`config.mk`:
```
export PLATFORM = sky130hd
export DESIGN_NAME = dq_reg_mapper
export DESIGN_NICKNAME = d
export VERILOG_FILES = /design/src/rtl/dq_pkg.sv /design/src/rtl/dq_route.sv /design/src/rtl/dq_meas_mux.sv /design/src/rtl/dq_quad_regs.sv /design/src/rtl/dq_reg_mapper.sv
export SDC_FILE = /design/constraint.sdc
export NUM_CORES = 1
export LEC_CHECK = 0
export ABC_CLOCK_PERIOD_IN_PS = 2600
export CORE_AREA = 2 2 128 130
export CTS_CLUSTER_DIAMETER = 30
export DETAILED_ROUTE_END_ITERATION = 16
export DIE_AREA = 0 0 130 132
export DONT_BUFFER_PORTS = 1
export GPL_TIMING_DRIVEN = 0
export SETUP_SLACK_MARGIN = 0.15
export SYNTH_ARGS = -nofsm -noshare
export SYNTH_HDL_FRONTEND = slang
export SYNTH_SLANG_ARGS = --single-unit
```
`constraint.sdc`:
```
create_clock -name clk_i -period 2.6 [get_ports clk_i]
set_input_delay 0.52 -clock clk_i [delete_from_list [all_inputs] [get_ports clk_i]]
set_output_delay 0.52 -clock clk_i [all_outputs]
set_load 0.05 [all_outputs]
```
`src/rtl/dq_pkg.sv`:
```
package dq_pkg;
  localparam logic [7:0] CMD_PIN      = 8'h11;
  localparam logic [7:0] CMD_GMASK    = 8'h17;
  localparam logic [7:0] CMD_TEMP     = 8'h2C;
  localparam logic [7:0] CMD_WDOG     = 8'h42;
  localparam logic [7:0] CMD_SRAM_CTL = 8'h60;
  localparam logic [7:0] CMD_SRAM_ALO = 8'h62;
  localparam logic [7:0] CMD_SRAM_AHI = 8'h63;
  localparam logic [3:0] MEAS_NIB     = 4'h3;

  localparam int GM_WIDE_BIT = 0;
  localparam int GM_MPRI_BIT = 1;
  localparam logic [7:0] GM_RST = 8'h80;
  localparam logic [7:0] WD_RST = 8'h0B;
  localparam logic [3:0] WD_OFF = 4'hB;

  typedef struct packed {
    logic hit;
    logic quad;
  } reg_route_t;

  typedef struct packed {
    logic       hit;
    logic [2:0] ch;
    logic       volt;
    logic       hi;
  } meas_route_t;
endpackage

```
`src/rtl/dq_route.sv`:
```
module dq_route
  import dq_pkg::*;
(
  input  logic        wide_i,
  input  logic        a0_i,
  input  logic [7:0]  cmd_i,
  input  logic [1:0]  bidx_i,
  output reg_route_t  reg_o,
  output meas_route_t meas_o
);
  logic is_meas;
  assign is_meas = (cmd_i[7:4] == MEAS_NIB);

  always_comb begin
    reg_o  = '0;
    meas_o = '0;
    meas_o.ch[1:0] = cmd_i[3:2];
    meas_o.volt    = cmd_i[1];
    meas_o.hi      = bidx_i[0];
    if (!wide_i) begin
      reg_o.hit     = !is_meas && (bidx_i == 2'd0);
      reg_o.quad    = a0_i;
      meas_o.hit    = is_meas && !cmd_i[0] && !bidx_i[1];
      meas_o.ch[2]  = a0_i;
    end else begin
      reg_o.hit     = !is_meas && !a0_i && !bidx_i[1];
      reg_o.quad    = bidx_i[0];
      // odd code starts at the upper-quad value; even code joins lower then upper
      meas_o.hit    = is_meas && !a0_i && !(cmd_i[0] && bidx_i[1]);
      meas_o.ch[2]  = cmd_i[0] | bidx_i[1];
    end
  end
endmodule

```
`src/rtl/dq_meas_mux.sv`:
```
module dq_meas_mux
  import dq_pkg::*;
#(
  parameter int NCH    = 8,
  parameter int MEAS_W = 16
) (
  input  logic [NCH*MEAS_W-1:0] cur_i,
  input  logic [NCH*MEAS_W-1:0] volt_i,
  input  meas_route_t           sel_i,
  output logic [7:0]            rdata_o
);
  localparam int CH_W = $clog2(NCH);
  logic [MEAS_W-1:0] val;
  logic [CH_W-1:0]   ch;

  assign ch  = CH_W'(sel_i.ch);
  assign val = sel_i.volt ? volt_i[ch*MEAS_W +: MEAS_W] : cur_i[ch*MEAS_W +: MEAS_W];
  assign rdata_o = sel_i.hi ? val[8 +: 8] : val[7:0];
endmodule

```
`src/rtl/dq_quad_regs.sv`:
```
module dq_quad_regs
  import dq_pkg::*;
#(
  parameter int QUAD_ID  = 0,
  parameter bit HAS_SRAM = 1'b1,
  parameter int STRAP_W  = 4
) (
  input  logic               clk_i,
  input  logic               rst_ni,
  input  logic               wr_i,
  input  logic [7:0]         cmd_i,
  input  logic [7:0]         wdata_i,
  input  logic               wide_i,
  input  logic [STRAP_W-1:0] strap_i,
  input  logic [7:0]         temp_i,
  output logic [7:0]         rdata_o,
  output logic               wide_o,
  output logic               mprio_o,
  output logic               wdog_off_o,
  output logic [7:0]         sram_ctl_o,
  output logic [15:0]        sram_addr_o
);
  localparam logic QUAD_A0 = (QUAD_ID % 2) != 0;
  localparam int   PAD_W   = 7 - STRAP_W;

  logic [7:0] gm_q, wd_q;
  logic [7:0] pin_stat;

  always_ff @(posedge clk_i or negedge rst_ni) begin
    if (!rst_ni) begin
      gm_q <= GM_RST;
      wd_q <= WD_RST;
    end else if (wr_i) begin
      if (cmd_i == CMD_GMASK) gm_q <= wdata_i;
      if (cmd_i == CMD_WDOG)  wd_q <= wdata_i;
    end
  end

  generate
    if (HAS_SRAM) begin : g_sram
      logic [7:0]  ctl_q;
      logic [15:0] addr_q;
      always_ff @(posedge clk_i or negedge rst_ni) begin
        if (!rst_ni) begin
          ctl_q  <= '0;
          addr_q <= '0;
        end else if (wr_i) begin
          if (cmd_i == CMD_SRAM_CTL) ctl_q        <= wdata_i;
          if (cmd_i == CMD_SRAM_ALO) addr_q[7:0]  <= wdata_i;
          if (cmd_i == CMD_SRAM_AHI) addr_q[15:8] <= wdata_i;
        end
      end
      assign sram_ctl_o  = ctl_q;
      assign sram_addr_o = addr_q;
    end else begin : g_no_sram
      assign sram_ctl_o  = '0;
      assign sram_addr_o = '0;
    end
  endgenerate

  assign pin_stat   = {{PAD_W{1'b0}}, strap_i, (wide_i ? 1'b0 : QUAD_A0)};
  assign wide_o     = gm_q[GM_WIDE_BIT];
  assign mprio_o    = gm_q[GM_MPRI_BIT];
  assign wdog_off_o = (wd_q[3:0] == WD_OFF);

  always_comb begin
    unique case (cmd_i)
      CMD_GMASK:    rdata_o = gm_q;
      CMD_WDOG:     rdata_o = wd_q;
      CMD_PIN:      rdata_o = pin_stat;
      CMD_TEMP:     rdata_o = temp_i;
      CMD_SRAM_CTL: rdata_o = sram_ctl_o;
      CMD_SRAM_ALO: rdata_o = sram_addr_o[7:0];
      CMD_SRAM_AHI: rdata_o = sram_addr_o[15:8];
      default:      rdata_o = 8'h00;
    endcase
  end


  wdog_hold_chk: assert property (@(posedge clk_i) disable iff (!rst_ni)
    !(wr_i && cmd_i == CMD_WDOG) |=> $stable(wdog_off_o));
endmodule

```
`src/rtl/dq_reg_mapper.sv`:
```
module dq_reg_mapper
  import dq_pkg::*;
#(
  parameter int CH_PER_QUAD = 4,
  parameter int MEAS_W      = 16,
  parameter int STRAP_W     = 4,
  localparam int NQ         = 2,
  localparam int NCH        = NQ * CH_PER_QUAD
) (
  input  logic                  clk_i,
  input  logic                  rst_ni,
  input  logic                  txn_valid_i,
  input  logic                  txn_wr_i,
  input  logic                  dev_a0_i,
  input  logic [7:0]            cmd_i,
  input  logic [1:0]            bidx_i,
  input  logic [7:0]            wdata_i,
  input  logic [STRAP_W-1:0]    strap_i,
  input  logic [7:0]            temp_i,
  input  logic [NCH*MEAS_W-1:0] cur_i,
  input  logic [NCH*MEAS_W-1:0] volt_i,
  output logic [7:0]            rdata_o,
  output logic                  wide_mode_o,
  output logic                  multi_prio_o,
  output logic                  wdog_en_o,
  output logic [7:0]            sram_ctl_o,
  output logic [15:0]           sram_addr_o
);
  reg_route_t  rr;
  meas_route_t mr;
  logic [7:0]  meas_rd;
  logic [7:0]  q_rd   [NQ];
  logic        q_wide [NQ];
  logic        q_mpri [NQ];
  logic        q_wdoff[NQ];
  logic [7:0]  q_sctl [NQ];
  logic [15:0] q_saddr[NQ];
  logic [7:0]  rd_next;

  dq_route u_route (
    .wide_i (wide_mode_o),
    .a0_i   (dev_a0_i),
    .cmd_i  (cmd_i),
    .bidx_i (bidx_i),
    .reg_o  (rr),
    .meas_o (mr)
  );

  dq_meas_mux #(.NCH(NCH), .MEAS_W(MEAS_W)) u_meas (
    .cur_i   (cur_i),
    .volt_i  (volt_i),
    .sel_i   (mr),
    .rdata_o (meas_rd)
  );

  for (genvar q = 0; q < NQ; q++) begin : g_quad
    logic wr;
    assign wr = txn_valid_i && txn_wr_i && rr.hit && (rr.quad == q[0]);
    dq_quad_regs #(.QUAD_ID(q), .HAS_SRAM(q == 0), .STRAP_W(STRAP_W)) u_regs (
      .clk_i       (clk_i),
      .rst_ni      (rst_ni),
      .wr_i        (wr),
      .cmd_i       (cmd_i),
      .wdata_i     (wdata_i),
      .wide_i      (wide_mode_o),
      .strap_i     (strap_i),
      .temp_i      (temp_i),
      .rdata_o     (q_rd[q]),
      .wide_o      (q_wide[q]),
      .mprio_o     (q_mpri[q]),
      .wdog_off_o  (q_wdoff[q]),
      .sram_ctl_o  (q_sctl[q]),
      .sram_addr_o (q_saddr[q])
    );
  end

  // set in either copy enters the mode; both must clear to leave it
  assign wide_mode_o  = q_wide[0] | q_wide[1];
  assign multi_prio_o = q_mpri[0] | q_mpri[1];
  assign wdog_en_o    = !(q_wdoff[0] && q_wdoff[1]);
  assign sram_ctl_o   = q_sctl[0] | q_sctl[1];
  assign sram_addr_o  = q_saddr[0] | q_saddr[1];

  always_comb begin
    if (mr.hit)      rd_next = meas_rd;
    else if (rr.hit) rd_next = q_rd[rr.quad];
    else             rd_next = 8'h00;
  end

  always_ff @(posedge clk_i or negedge rst_ni) begin
    if (!rst_ni)                        rdata_o <= 8'h00;
    else if (txn_valid_i && !txn_wr_i) rdata_o <= rd_next;
  end


  rd_hold_chk: assert property (@(posedge clk_i) disable iff (!rst_ni)
    !(txn_valid_i && !txn_wr_i) |=> $stable(rdata_o));


  wide_a0_chk: assert property (@(posedge clk_i) disable iff (!rst_ni)
    (txn_valid_i && !txn_wr_i && wide_mode_o && dev_a0_i) |=> (rdata_o == 8'h00));


  unmapped_chk: assert property (@(posedge clk_i) disable iff (!rst_ni)
    (txn_valid_i && !txn_wr_i && cmd_i[7]) |=> (rdata_o == 8'h00));


  sram_upper_chk: assert property (@(posedge clk_i) disable iff (!rst_ni)
    (txn_valid_i && txn_wr_i && !wide_mode_o && dev_a0_i)
    |=> ($stable(sram_ctl_o) && $stable(sram_addr_o)));


  pin_a0_chk: assert property (@(posedge clk_i) disable iff (!rst_ni)
    (txn_valid_i && !txn_wr_i && !wide_mode_o && cmd_i == CMD_PIN && bidx_i == 2'd0)
    |=> (rdata_o[0] == $past(dev_a0_i)));
endmodule

```
== Yosys cells after proc, flatten, opt, wreduce, memory -nomap -nowiden ==
Cells that the tools add are included.
Widths: inputs -> output; s select.

* Magnitude comparators: 1
* Equal/unequal tests: 10
* Shifts and indexed selects: 2
* Muxes and demuxes: 12
* Bitwise logic cells: 5
* Reductions and logical operators: 29

{| class="wikitable"
|+ Operators by type and width
! operator !! number
|-
| $shiftx 128x8->16 || 2
|-
| $pmux 8 s7 || 1
|-
| $mux 8 || 6
|-
| $eq 8x7->1 const B || 4
|-
| $pmux 8 s4 || 1
|-
| $eq 8x5->1 const B || 2
|-
| $mux 16 || 1
|-
| $logic_and 1x1->1 || 14
|-
| $reduce_and 2->1 || 7
|-
| $eq 4x4->1 const B || 2
|-
| $eq 8x6->1 const B || 1
|-
| $logic_not 1->1 || 7
|-
| $eq 4x2->1 const B || 1
|-
| $mux 2 || 2
|-
| $or 1x1->1 || 3
|-
| $ge 2x2->1 const B || 1
|-
| $logic_not 2->1 || 1
|-
| $not 1->2 || 1
|-
| $mux 1 || 1
|-
| $not 1->1 || 1
|}

* Register bits: 64
* Output and inout port bits: 35
* Word-level logic and storage cells: 67

== Logic depth before layout (Yosys ltp) ==
* Word-level depth: 11
* Depth in mapped cells: 10

== Hierarchy ==
From an unflattened synthesis, not the netlist that was laid out.

* Cells, all modules: 451
* Area, all modules: 5979.5 um2

{| class="wikitable"
|+ Modules (own cells, without submodules)
! module !! times used !! cells an instance !! area each (um2)
|-
| dq_quad_regs at g_quad[0].u_regs || 1 || 155 || 2059.5
|-
| dq_meas_mux || 1 || 107 || 1994.4
|-
| dq_quad_regs at g_quad[1].u_regs || 1 || 94 || 1088.5
|-
| dq_reg_mapper || 1 || 78 || 729.4
|-
| dq_route || 1 || 17 || 107.6
|}

== Worst setup path before layout ==
OpenSTA, ideal clock, no wires.

* Path type: input-to-reg
* Start: input port cmd_i[2]
* End: register g_quad[0].u_regs.g_sram.ctl_q[0]
* Setup time: 0.128 ns
* Data arrival time: 2.232 ns
* Data required time: 2.472 ns
* Setup slack: 0.241 ns
* Stages on the path: 7
* Path buffers: 2
* Path through: buf_6 or3b_1 or2_0 buf_2 nor4_4 nand2_2 mux2_1

* Cells in the longest elaborated chain, start to end: 2

{| class="wikitable"
|+ Ends and longest elaborated chain
! element !! RTL line !! text
|-
| start, declared || dq_reg_mapper.sv:15 || <nowiki>input logic [7:0] cmd_i,</nowiki>
|-
| $eq 8x7->1 || dq_quad_regs.sv:48 || <nowiki>if (cmd_i == CMD_SRAM_CTL) ctl_q <= wdata_i;</nowiki>
|-
| $reduce_and 2->1 (no source line) || n/a ||
|-
| end signal, assigned || dq_quad_regs.sv:48 ||
|-
| end, declared || dq_quad_regs.sv:41 || <nowiki>logic [7:0] ctl_q;</nowiki>
|}

No other way between the ends.
A chain may end at the register's enable or synchronous reset.

== Worst setup path after layout ==
* Start: input port cmd_i[2]
* End: register rdata_o[4]

* Cells in the longest elaborated chain, start to end: 7
* Elaborated cells on any way between the ends: 18

{| class="wikitable"
|+ Ends and longest elaborated chain
! element !! RTL line !! text
|-
| parallel branches: the longest is 6 deep, another holds $shiftx 128x8->16 || n/a ||
|-
| $mux 8 * || dq_reg_mapper.sv:85 || <nowiki>if (mr.hit) rd_next = meas_rd;</nowiki>
|-
| end signal, assigned || dq_reg_mapper.sv:92 || <nowiki>else if (txn_valid_i && !txn_wr_i) rdata_o <= rd_next;</nowiki>
|-
| end, declared || dq_reg_mapper.sv:22 || <nowiki>output logic [7:0] rdata_o,</nowiki>
|}

Every way passes the cells marked *. The select of a mux whose other input is x is not followed.

==> summary.md <==
| Metric | Value |
|---|---|
| Initial DRC Count | `581` |
| Setup Viol. Count Final | `0` |
| Setup crit start kind | `input port` |
| Cells after Synth | `600` |
| Clk_lat worst skew | `0.33 ns` |
| Yosys warnings | `0` |
| Setup CP Type | `in2reg` |
| Number of synthesized flops with an enable pin | `0` |
| Clk_skew | `0.00670 ns` |
| Hold Vio Cnt, Final | `0` |
| Peak VDD IR | `508 µV` |
| Grt ovf | `0` |
| LEAKAGE | `0.00274 µW` |
| Simple-Gate Fraction of Synth Area | `0.108` |
| Antenna violations before repair | `0` |
| I/O pins | `326` |
| CTS max path bufs | `2` |
| Max-cap violations | `0` |
| Post-synthesis area per instance | `9.42 µm²` |
| CTS tree | `done` |
| Layout cells sized above 1 | `0.264` |
| Fin. max-slew vios | `0` |
| Mux contribution to synthesized area | `0.307` |
| Synth Area in Compound Gates | `0.252` |
| Core area | `15700 µm²` |
| Final ANT Viol Nets | `0` |
| Worst hold path class | `in2async` |
| Vias | `5739` |
| CTS Root Cell | `clkbuf_16` |
| Achievable Freq | `411 MHz` |
| Clock-pin slew on the worst setup and hold paths | `0.06 ns` |
| Fill cell count | `1583` |
| CP Capture Type | `flip-flop` |
| Seq/Total Area, Yosys | `0.285` |
| Initial Util | `0.360` |
| # port buffers | `0` |
| Pwr/cell area | `475 nW/µm²` |
| Inst Count DP | `816` |
| Placer Congestion | `0.909` |
| Period utilization | `0.935` |
| Asr flop ratio synth | `1.00` |
| Post-synthesis xor/xnor area fraction | `0.00155` |
| Vias per inst | `6.89` |
| CTS H-Tree Depth | `3` |
| First-pass GRT wire length | `38.9 mm` |
| Worst Tran Pin Value | `0.908 ns` |
| Layout Cells excl Fill | `833` |
| Worst Setup SP | `cmd_i[2]` |
| Status | `completed` |
| DP Wirelength | `21.7 mm` |
| Worst EP arrival | `2.69 ns` |
| Pin count of the biggest net entering global routing | `57` |
| Tot GR Track Use | `0.309` |
| Die width | `130 µm` |
| Die area | `17200 µm²` |
| Syn nets | `891` |
| Worst slack at placement | `-0.573 ns` |
| RSZ-0062 raised after global routing | `yes` |
| CP Max Fanout | `9` |
| Minimum clock period | `2.43 ns` |
| Die Ht | `132 µm` |
| Flops & latches, synth | `64` |
| Largest family of logic cells by synthesized area | `multiplexers` |
| Post-synth cell types | `60` |
| Nets | `903` |
| Worst slew margin | `0.379` |
| Total setup buffers inserted after CTS | `0` |
| Post-synthesis adder-cell area fraction | `0.00177` |
| # rows | `46` |
| CTS sink cnt | `64` |
| Final core utilization | `0.413` |
| Dominant synthesized flop cell | `dfrtp_1` |
| Drt pass-1 iters | `5` |
| Avg WL per Cell | `33.1 µm` |
| Vias in the first global route | `6061` |
| ANT cells | `0` |
| Syn Std Cell Area | `5650 µm²` |
| Most common cell after layout, fill and taps aside | `mux2i_1` |
| Cts bufs inserted | `9` |
| Worst EP required | `2.86 ns` |
| Detailed Route WL | `27.5 mm` |
| RR Startpoint | `g_quad[1].u_regs.gm_q[0]` |
| Most frequent cells in the layout | `87 x mux2i_1, 74 x mux2_2, 56 x dfrtp_1, 47 x o21ai_0, 22 x nor2_1` |
| Final WS setup | `0.170 ns` |
| DRC | `0` |
| Fin Setup TNS | `0 ns` |
| Syn-to-layout area delta | `14.8%` |
## synth_stat cells (4+ instances only)
master | n | area, µm²
and2_1 | 6 | 37.5
inv_1 | 5 | 18.8
buf_2 | 21 | 105
a221oi_1 | 21 | 184
a21oi_1 | 20 | 100
mux2_2 | 74 | 833
o21ai_0 | 47 | 235
clkbuf_1 | 25 | 93.8
a2111oi_0 | 5 | 43.8
a211oi_1 | 12 | 90.1
a31oi_1 | 18 | 113
o2bb2ai_1 | 7 | 61.3
mux2i_1 | 89 | 891
dfrtp_1 | 56 | 1400
dfstp_2 | 8 | 210
nor3_1 | 13 | 65.1
a221o_1 | 13 | 130
buf_1 | 6 | 22.5
nand2_1 | 21 | 78.8
a22oi_1 | 21 | 158
a211o_1 | 7 | 61.3
and3_1 | 4 | 25.0
nor2b_1 | 5 | 31.3
nor2_1 | 23 | 86.3
nand3_1 | 10 | 50.1
## cell families after synthesis
group / after synthesis
AOI/OAI and AO/OA: 201
xor gates and xnor gates: 1
adders and majority gates: 1
buffers and inverters: 58
DFF: 64
muxes: 164
and+or+nand+nor: 111
## power by group
| group | leakage [µW] | switching, µW | internal [µW] | total (µW) |
|---|---|---|---|---|
| sequential | 0.000855 | 57.9 | 1010 | 1070 |
| combinational | 0.00171 | 355 | 221 | 576 |
| clock | 0.000172 | 450 | 987 | 1440 |
## sequential cells by signal, summed over array words and instances (netlist names)
name                       flops
g_quad.u_regs.wd_q            16
rdata_o                        8
g_quad.u_regs.sram_addr_o     16
g_quad.u_regs.sram_ctl_o       8
g_quad.u_regs.gm_q            16
## what timing repair did
action                                 CTS  global route
hold buffers                             1             0
gates resized for setup                 23            45
endpoints found under the hold margin   56             0
setup endpoints to repair               23            23
## through the flow
step                      hold WS [ns]  instance area [µm²]  total power, µW
after floorplan                  0.224                 5650             1440
after global placement           0.228                 5920             1600
after detailed placement         0.228                 5920             1600
after CTS                       0.0180                 6380             3060
after global routing            0.0142                 6480             3170
final                           0.0268                 6480             3080
## final timing paths
kind	slack [ns]	depth (start not counted)	to
setup / recovery	0.17	8	rdata_o[4]
hold / removal	0.03	0	g_quad[0].u_regs.wd_q[1]
setup reg to reg	0.22	6	rdata_o[4]
hold reg to reg	0.50	1	g_quad[0].u_regs.gm_q[2]
max in group asynchronous	2.31	1	g_quad[0].u_regs.sram_addr_o[12]
min in group clk_i	0.32	1	g_quad[0].u_regs.sram_ctl_o[0]
## metal layers
metal  wire (µm)  global-route usage  up-vias
li1            -                   -     2398
met1       10400               0.364     2884
met2       13600               0.526      379
met3        2270              0.0779       78
met4        1240               0.136        0
met5           0                   0        -
## cell type report
class	count	area, µm²	area share
sequential	64	1610	0.249
tap	216	270	0.0417
multi-input combinational	478	3890	0.601
clock buffer	11	253	0.0390
timing repair buffer	1	27.5	0.00424
inverter	5	18.8	0.00289
clock inverter	5	103	0.0158
buffer	53	307	0.0473
## worst max-delay path, stage by stage
cell and delay [ns]:
buf_6 0.12, or3b_1 0.44, or2_0 0.23, buf_2 0.20, a2111oi_0 0.80, a31o_2 0.21
o31ai_1 0.06, o21ai_0 0.10
Power figures use the tool's default switching activity.
